### config.mk
export PLATFORM = sky130hd
export DESIGN_NAME = cfg_uart_tx
export DESIGN_NICKNAME = d
export VERILOG_FILES = /design/src/rtl/uartx_pkg.sv /design/src/rtl/uartx_setup_decode.sv /design/src/rtl/uartx_baud_timer.sv /design/src/rtl/uartx_frame_seq.sv /design/src/rtl/cfg_uart_tx.sv
export SDC_FILE = /design/constraint.sdc
export NUM_CORES = 1
export LEC_CHECK = 0
export BUFFER_PORTS_ARGS = -buffer_cell sky130_fd_sc_hd__buf_2
export CORE_UTILIZATION = 35
export CTS_CLUSTER_DIAMETER = 80
export DETAILED_ROUTE_END_ITERATION = 16
export PLACE_DENSITY = 0.48
export SYNTH_ARGS = -nofsm -noshare
export SYNTH_HDL_FRONTEND = slang
export SYNTH_SLANG_ARGS = --single-unit
### constraint.sdc
create_clock -name clk -period 4.3 [get_ports clk]
set_clock_uncertainty 0.15 [all_clocks]
set_input_delay 0 -clock clk [delete_from_list [all_inputs] [get_ports clk]]
set_output_delay 0 -clock clk [all_outputs]
set_load 0.01 [all_outputs]
### src/rtl/uartx_pkg.sv
package uartx_pkg;
    localparam int SETUP_W  = 31;
    localparam int DIV_W    = 24;
    localparam int MAX_DATA = 8;
    localparam int IDX_W    = $clog2(MAX_DATA);

    typedef struct packed {
        logic [3:0]       data_bits;
        logic             two_stop;
        logic             par_en;
        logic             par_fixed;
        logic             par_sel;
        logic [DIV_W-1:0] period;
    } frame_cfg_t;

    typedef enum logic [2:0] {
        ST_IDLE, ST_START, ST_DATA, ST_PARITY, ST_STOP
    } tx_state_e;

    function automatic frame_cfg_t decode_setup(input logic [SETUP_W-1:0] w);
        frame_cfg_t c;
        c.data_bits = 4'd8 - {2'b00, w[29:28]};
        c.two_stop  = w[27];
        c.par_en    = w[26];
        c.par_fixed = w[25];
        c.par_sel   = w[24];
        c.period    = w[DIV_W-1:0];
        return c;
    endfunction

    function automatic logic parity_bit(input frame_cfg_t c, input logic [MAX_DATA-1:0] d);
        logic x;
        x = 1'b0;
        for (int i = 0; i < MAX_DATA; i++)
            if (i < int'(c.data_bits)) x = x ^ d[i];
        if (c.par_fixed) return c.par_sel;
        return c.par_sel ? x : ~x;
    endfunction
endpackage

### src/rtl/uartx_setup_decode.sv
module uartx_setup_decode
    import uartx_pkg::*;
(
    input  logic [SETUP_W-1:0] setup_word,
    output frame_cfg_t         cfg
);
    logic unused_flow_flag;
    assign unused_flow_flag = setup_word[30];
    assign cfg = decode_setup(setup_word);
endmodule

### src/rtl/uartx_baud_timer.sv
module uartx_baud_timer
    import uartx_pkg::*;
(
    input  logic             clk,
    input  logic             rst,
    input  logic             load,
    input  logic [DIV_W-1:0] load_period,
    output logic             tick
);
    logic [DIV_W-1:0] cnt;
    logic [DIV_W-1:0] eff;

    assign eff  = (load_period == '0) ? DIV_W'(1) : load_period;
    assign tick = (cnt == '0);

    always_ff @(posedge clk) begin
        if (rst)           cnt <= '0;
        else if (load)     cnt <= eff - DIV_W'(1);
        else if (cnt != 0) cnt <= cnt - DIV_W'(1);
    end

    assert_long_period_no_tick_R6: assert property (@(posedge clk) disable iff (rst)
        (load && load_period > DIV_W'(1)) |=> !tick);
endmodule

### src/rtl/uartx_frame_seq.sv
module uartx_frame_seq
    import uartx_pkg::*;
(
    input  logic                clk,
    input  logic                rst,
    input  frame_cfg_t          cfg_in,
    input  logic                in_valid,
    input  logic [MAX_DATA-1:0] in_data,
    output logic                in_ready,
    input  logic                tick,
    output logic                load,
    output logic [DIV_W-1:0]    load_period,
    output logic                tx_line
);
    tx_state_e           state;
    frame_cfg_t          cfg_q;
    logic [MAX_DATA-1:0] sh;
    logic [IDX_W-1:0]    idx;
    logic                par_q;
    logic                tx_q;
    logic                accept;
    logic [3:0]          last_idx;

    assign in_ready    = (state == ST_IDLE);
    assign accept      = in_ready && in_valid;
    assign load        = accept || (state != ST_IDLE && tick);
    assign load_period = accept ? cfg_in.period : cfg_q.period;
    assign last_idx    = cfg_q.data_bits - 4'd1;
    assign tx_line     = tx_q;

    always_ff @(posedge clk) begin
        if (rst) begin
            state <= ST_IDLE;
            cfg_q <= '0;
            sh    <= '0;
            idx   <= '0;
            par_q <= 1'b0;
            tx_q  <= 1'b1;
        end else begin
            case (state)
                ST_IDLE: if (accept) begin
                    cfg_q <= cfg_in;
                    sh    <= in_data;
                    par_q <= parity_bit(cfg_in, in_data);
                    tx_q  <= 1'b0;
                    state <= ST_START;
                end
                ST_START: if (tick) begin
                    idx   <= '0;
                    tx_q  <= sh[0];
                    sh    <= sh >> 1;
                    state <= ST_DATA;
                end
                ST_DATA: if (tick) begin
                    if ({1'b0, idx} == last_idx) begin
                        idx <= '0;
                        if (cfg_q.par_en) begin
                            tx_q  <= par_q;
                            state <= ST_PARITY;
                        end else begin
                            tx_q  <= 1'b1;
                            state <= ST_STOP;
                        end
                    end else begin
                        idx  <= idx + IDX_W'(1);
                        tx_q <= sh[0];
                        sh   <= sh >> 1;
                    end
                end
                ST_PARITY: if (tick) begin
                    tx_q  <= 1'b1;
                    idx   <= '0;
                    state <= ST_STOP;
                end
                ST_STOP: if (tick) begin
                    if (cfg_q.two_stop && idx == '0) idx <= IDX_W'(1);
                    else                             state <= ST_IDLE;
                end
                default: state <= ST_IDLE;
            endcase
        end
    end

    assert_start_low_R2: assert property (@(posedge clk) disable iff (rst)
        accept |=> !tx_line);
    assert_data_idx_range_R2: assert property (@(posedge clk) disable iff (rst)
        (state == ST_DATA) |-> ({1'b0, idx} < cfg_q.data_bits));
    assert_bit_hold_R6: assert property (@(posedge clk) disable iff (rst)
        (state != ST_IDLE && !tick) |=> $stable(tx_line));
    assert_cfg_frozen_R7: assert property (@(posedge clk) disable iff (rst)
        (state != ST_IDLE) |=> $stable(cfg_q));
endmodule

### src/rtl/cfg_uart_tx.sv
module cfg_uart_tx
    import uartx_pkg::*;
(
    input  logic               clk,
    input  logic               rst,
    input  logic [SETUP_W-1:0] setup_word,
    input  logic               in_valid,
    input  logic [7:0]         in_data,
    output logic               in_ready,
    output logic               tx_line
);
    frame_cfg_t       cfg;
    logic             tick;
    logic             load;
    logic [DIV_W-1:0] load_period;

    uartx_setup_decode u_dec (
        .setup_word (setup_word),
        .cfg        (cfg)
    );

    uartx_baud_timer u_tmr (
        .clk         (clk),
        .rst         (rst),
        .load        (load),
        .load_period (load_period),
        .tick        (tick)
    );

    uartx_frame_seq u_seq (
        .clk         (clk),
        .rst         (rst),
        .cfg_in      (cfg),
        .in_valid    (in_valid),
        .in_data     (in_data),
        .in_ready    (in_ready),
        .tick        (tick),
        .load        (load),
        .load_period (load_period),
        .tx_line     (tx_line)
    );

    assert_idle_high_R1: assert property (@(posedge clk) disable iff (rst)
        in_ready |-> tx_line);
    assert_ready_fall_R8: assert property (@(posedge clk) disable iff (rst)
        $fell(in_ready) |-> $past(in_valid));
endmodule

* Yosys cells after proc, flatten, opt, wreduce, memory -nomap -nowiden *
Index checks and enable logic that the tools add are counted.

word-level totals
  bits in read-only memories = 0
  flip-flop bits (word level) = 70
  memories kept = 0
  memory bits (writable) = 0
  latch bits = 0

cells by class
  reductions and logical operators = 20
  $lt $le $gt $ge = 8
  eq/ne operators = 15
  shifts and indexed selects = 0
  add/sub/neg operators = 5
  muxes and demuxes = 70
  multipliers = 0
  bitwise operators = 8
  divide/modulo/power cells = 0

operator list
  kind                   number
  $mux 24                4
  $logic_not 24->1       2
  $sub 24x1->24 const B  2
  $mux 1                 45
  $mux 3                 13
  $mux 8                 4
  $pmux 8 s3             1
  $reduce_bool 24->1     1
  $lt 3x4->1 const A     4
  $pmux 3 s5             1
  $reduce_and 5->1       3
  $ne 2x1->1 const B     7
  $pmux 3 s3             1
  $reduce_bool 3->1      3
  $lt 1x4->1 const A     2
  $lt 2x4->1 const A     2
  $reduce_and 7->1       1
  $xor 1x1->1            7
  $eq 3x2->1 const B     2
  $logic_not 3->1        2
  $ne 2x2->1 const B     3
  $eq 3x4->1             1
  $pmux 1 s4             1
  $reduce_bool 4->1      1
  other kinds (11)       13

* Longest topological paths before layout *
  word-level depth = 44
  depth in mapped cells = 15

* Modules after synthesis *
A second synthesis with hierarchy kept.

second synthesis, totals
  cells, all modules = 536
  area total of the unflattened synthesis = 4098.9 µm²

modules (own cells, without submodules)
  module              instances  seq. area each (µm²)  area an instance (µm²)  cells an instance
  uartx_frame_seq     1          920.9                 2245.9                  308
  uartx_baud_timer    1          480.5                 1599.0                  194
  uartx_setup_decode  1          0.0                   254.0                   34

* Least setup slack after synthesis *
Ideal clock, no wire load.

  path type = reg2reg
  from = register u_seq.state[1]
  to = register u_tmr.cnt[16]
  stages on the path, launching flop included = 16
  setup time = 128 ps
  path buffers = 4
  required time = 4022 ps
  arrival time = 2859 ps
  setup slack = 1163 ps
  path through = dfxtp_1 > buf_6 > or4b_1 > buf_2 > nor2_1 > a31oi_1 > o32a_1 > buf_6 > inv_1 > ha_1 > o21ai_1 > or3_1 > clkbuf_1 > nor4_1 > xor2_1 > nor2_1

on the way
  word-level cells in the longest chain between the ends = 7

ends and longest elaborated chain
  element                   RTL line                RTL
  start: declaration        uartx_frame_seq.sv:15   tx_state_e state;
  start signal: assignment  uartx_frame_seq.sv:33   state <= ST_IDLE;
  start signal: assignment  uartx_frame_seq.sv:46   state <= ST_START;
  start signal: assignment  uartx_frame_seq.sv:52   state <= ST_DATA;
  $logic_not 3->1           uartx_frame_seq.sv:24   assign in_ready = (state == ST_IDLE);
  $logic_and 1x1->1         uartx_frame_seq.sv:25   assign accept = in_ready && in_valid;
  $mux 24                   uartx_frame_seq.sv:27   assign load_period = accept ? cfg_in.period : cfg_q.period;
  $logic_not 24->1          uartx_baud_timer.sv:13  assign eff = (load_period == '0) ? DIV_W'(1) : load_period;
  $mux 24                   uartx_baud_timer.sv:13
  $sub 24x1->24             uartx_baud_timer.sv:18  else if (load) cnt <= eff - DIV_W'(1);
  $mux 24                   uartx_baud_timer.sv:18
  end signal: assignment    uartx_baud_timer.sv:18
  end signal: assignment    uartx_baud_timer.sv:19  else if (cnt != 0) cnt <= cnt - DIV_W'(1);
  end: declaration          uartx_baud_timer.sv:10  logic [DIV_W-1:0] cnt;

Several ways; a longest one is shown, not always the timed one.
A chain may end at the register's enable or synchronous reset.

* Worst setup path in the final report *
  from = register u_seq.state[0]
  to = register u_tmr.cnt[22]

The elaborated chain is that of the path after synthesis.

==> flow_metrics.tcl <==
set metrics [dict create \
    outcome "finished, final reports clean" \
    synthFlopType "dfxtp_1" \
    post-route-min-period_ns 3.80 \
    diodes 0 \
    io_buffers 42 \
    worst_pin_slew_ns 1.03 \
    dr.pass1.iters 4 \
    grt_pass1_vias 4086 \
    synth_common_cells "75 x nand2_1, 70 x dfxtp_1, 63 x nor2_1" \
    grt_usage_pct 21.1 \
    cp-start-kind "register" \
    path_max_fanout 16 \
    p_clk_share_pct 28.9 \
    die_area_um2 12200 \
    yosys_register_bits 70 \
    rows 39 \
    cp-end-kind "register" \
    slowest_delay_ns 0.67 \
    drive_gt1_share_pct 14.1 \
    synthAdderAreaFrac_pct 2.12 \
    vias 4102 \
    drc 0 \
    ys.warnings.count 0 \
    place.detailed.hpwl_um 8440 \
    muxShareOfSynthArea_pct 5.18 \
    worstPathRequired_ns 4.34 \
    cpMaxStageDelayCell "dfxtp_1" \
    ctsHtreeMaxLevel 3 \
    wl_per_cell_um 16.6 \
    yosysMostFrequentCell "nand2_1" \
    p_comb_share_pct 36.5 \
    syn_area_um2 4130 \
    p_sw_uw 926 \
    cp_top_family "compound AO/OA/AOI/OAI gates" \
    synth_compound_area_share_pct 20.2 \
    ioPinCount 44 \
    timing.max_cap.violations 0 \
    rsz0062_at_grt "no" \
    synth_edf_count 0 \
    clock_latency_ns 0.35 \
    yosys.area.top_type "dfxtp_1" \
    grt_pass1_wl_um 20400 \
    p_leak_uw 0.00195 \
    overflow 0 \
    cts_resized 0 \
    peakVddDrop_mv 0.211 \
    slew_headroom_pct 31.4 \
    ant_nets 0 \
    synthCells 528 \
    cts_buffer_depth 2 \
    hold_violations 0 \
    holdWs_ns 0.166 \
    synth_top_family_by_area "simple AND/OR/NAND/NOR gates" \
    clk_pin_slew_ns 0.06 \
    yosys-top-cells-area "dfxtp_1 34%, nand2_1 6.8%, a21oi_1 6.2%, nor2_1 5.7%, mux2i_1 4.4%" \
    area_delta_synth_final_pct 23.7 \
    cts_tree "done" \
    cts-root-buf "clkbuf_16" \
    netlist.area_leader.share_pct 34.0 \
    swShare_pct 37.0 \
    setup_viol 0 \
    cts_sinks 70 \
    wl_um 12400 \
    setup_tns_ns 0 \
    gp_congestion 0.832 \
    final_util_pct 44.5 \
    yosys.area_share.simple_pct 28.6 \
    die_w_um 111 \
    crit_buf_inv 1 \
    crit_chain "or3_4 -> and4_4 -> a31oi_1 -> o32a_1 -> inv_1 -> ha_1 -> o21ai_1 -> nor4_1 -> o2111ai_1 -> o31ai_1 -> a21oi_1" \
    hp-class "input port to register" \
    antenna_found_initial 0 \
    cp.arrival_ns 3.84 \
    fmax_ghz 0.263 \
    synth-seq-area-share_pct 34.0 \
    p_int_uw 1580 \
    synth_xor_area_share_pct 4.88 \
    worstSetupPathType "register to register" \
    synth.distinct_cells 64 \
    fp.dieH_um 111 \
    cts_buffers 9 \
    drtIter0Drc 219 \
    avgViaCountPerCell 5.49 \
    slew_violations 0 \
    grt_max_degree 57 \
    synth_nets 577 \
    post-route-period-util_pct 88.3 \
    seqPwrFrac_pct 34.5 \
    async_flop_share_pct 0 \
    postSynthAreaPerCell_um2 7.82 \
    coreArea_um2 11500 \
    start_util_pct 36.0 \
    powerDensity_nw_per_um2 490 \
    nets 648 \
]
layout make-up:
cell class | count | area, um^2
sequential | 70 | 1400
multi-input combinational | 417 | 2530
tap | 143 | 179
inverter | 12 | 45.0
fill | 1169 | 6360
timing repair buffer | 89 | 673
clock buffer | 16 | 282
through the flow:
step | cells | power, uW | cell area, um^2 | setup WS, ns
2_1_floorplan | 528 | 1520 | 4130 | 1.16
6_report | 747 | 2500 | 5110 | 0.504
3_3_place_gp | 692 | 1740 | 4430 | 0.572
5_1_grt | 747 | 2650 | 5110 | 0.368
4_1_cts | 747 | 2510 | 5110 | 0.551
3_5_place_dp | 692 | 1750 | 4430 | 0.578
flip-flops by register name, summed over array words and instances, names as in the netlist:
signal	flops
u_seq.cfg_q	30
u_tmr.cnt	24
u_seq.sh	8
u_seq.idx	3
u_seq.state	3
u_seq.par_q	1
u_seq.tx_line	1
routing by layer:
| layer | wire (um) | GRT usage (%) | vias to the layer above |
|---|---|---|---|
| met2 | 5970 | 35.2 | 80 |
| li1 | - | - | 2050 |
| met3 | 491 | 4.45 | 16 |
| met5 | 0 | 0 | - |
| met1 | 5680 | 26.5 | 1956 |
| met4 | 249 | 8.44 | 0 |
path summary, 6_finish.rpt:
| kind | endpoint | cells past startpoint | start | slack [ns] |
|---|---|---|---|---|
| worst max-delay path | u_tmr.cnt[22] | 11 | u_seq.state[0] | 0.50 |
| worst min-delay path | u_seq.state[0] | 2 | rst | 0.17 |
| worst max register to register | u_tmr.cnt[22] | 11 | u_seq.state[0] | 0.50 |
| worst min register to register | u_seq.cfg_q[27] | 2 | u_seq.cfg_q[27] | 0.32 |
layout by cell type (no fill, tap or decap), types with 8 or more instances in the layout:
cell	count
xnor2_1	16
o21ai_0	26
a211oi_1	11
nor2_1	63
nor4_1	13
buf_2	42
dfxtp_1	70
dlygate4sd3_1	39
a21oi_1	51
clkbuf_16	9
inv_1	12
or3_1	10
nor3_1	18
a31oi_1	11
nand3_1	8
nand2_1	75
mux2i_1	18
o31ai_1	8
timing repair:
item / 4_1_cts / 5_1_grt
hold buffers: 39 / 0
buffers inserted: 0 / 0
hold endpoints to repair: 45 / 0
kinds of logic (layout without fill, tap and decap cells):
logic type / after synthesis / count (layout)
AND/OR/NAND/NOR: 232 / 232
buffers and inverters: 41 / 117
adder cells (fa/ha/maj): 7 / 7
XOR/XNOR: 23 / 23
multiplexers: 21 / 21
flip-flops: 70 / 70
AO/OA/AOI/OAI: 134 / 134
power by group through the flow:
stage | Clock (uW) | Sequential, uW | Combinational [uW]
after floorplan | 0 | 832 | 693
after global placement | 0 | 875 | 869
after detailed placement | 0 | 875 | 879
after CTS | 734 | 862 | 914
after global routing | 762 | 876 | 1020
final | 724 | 864 | 915
No activity file was read; power rests on OpenSTA's default activity.
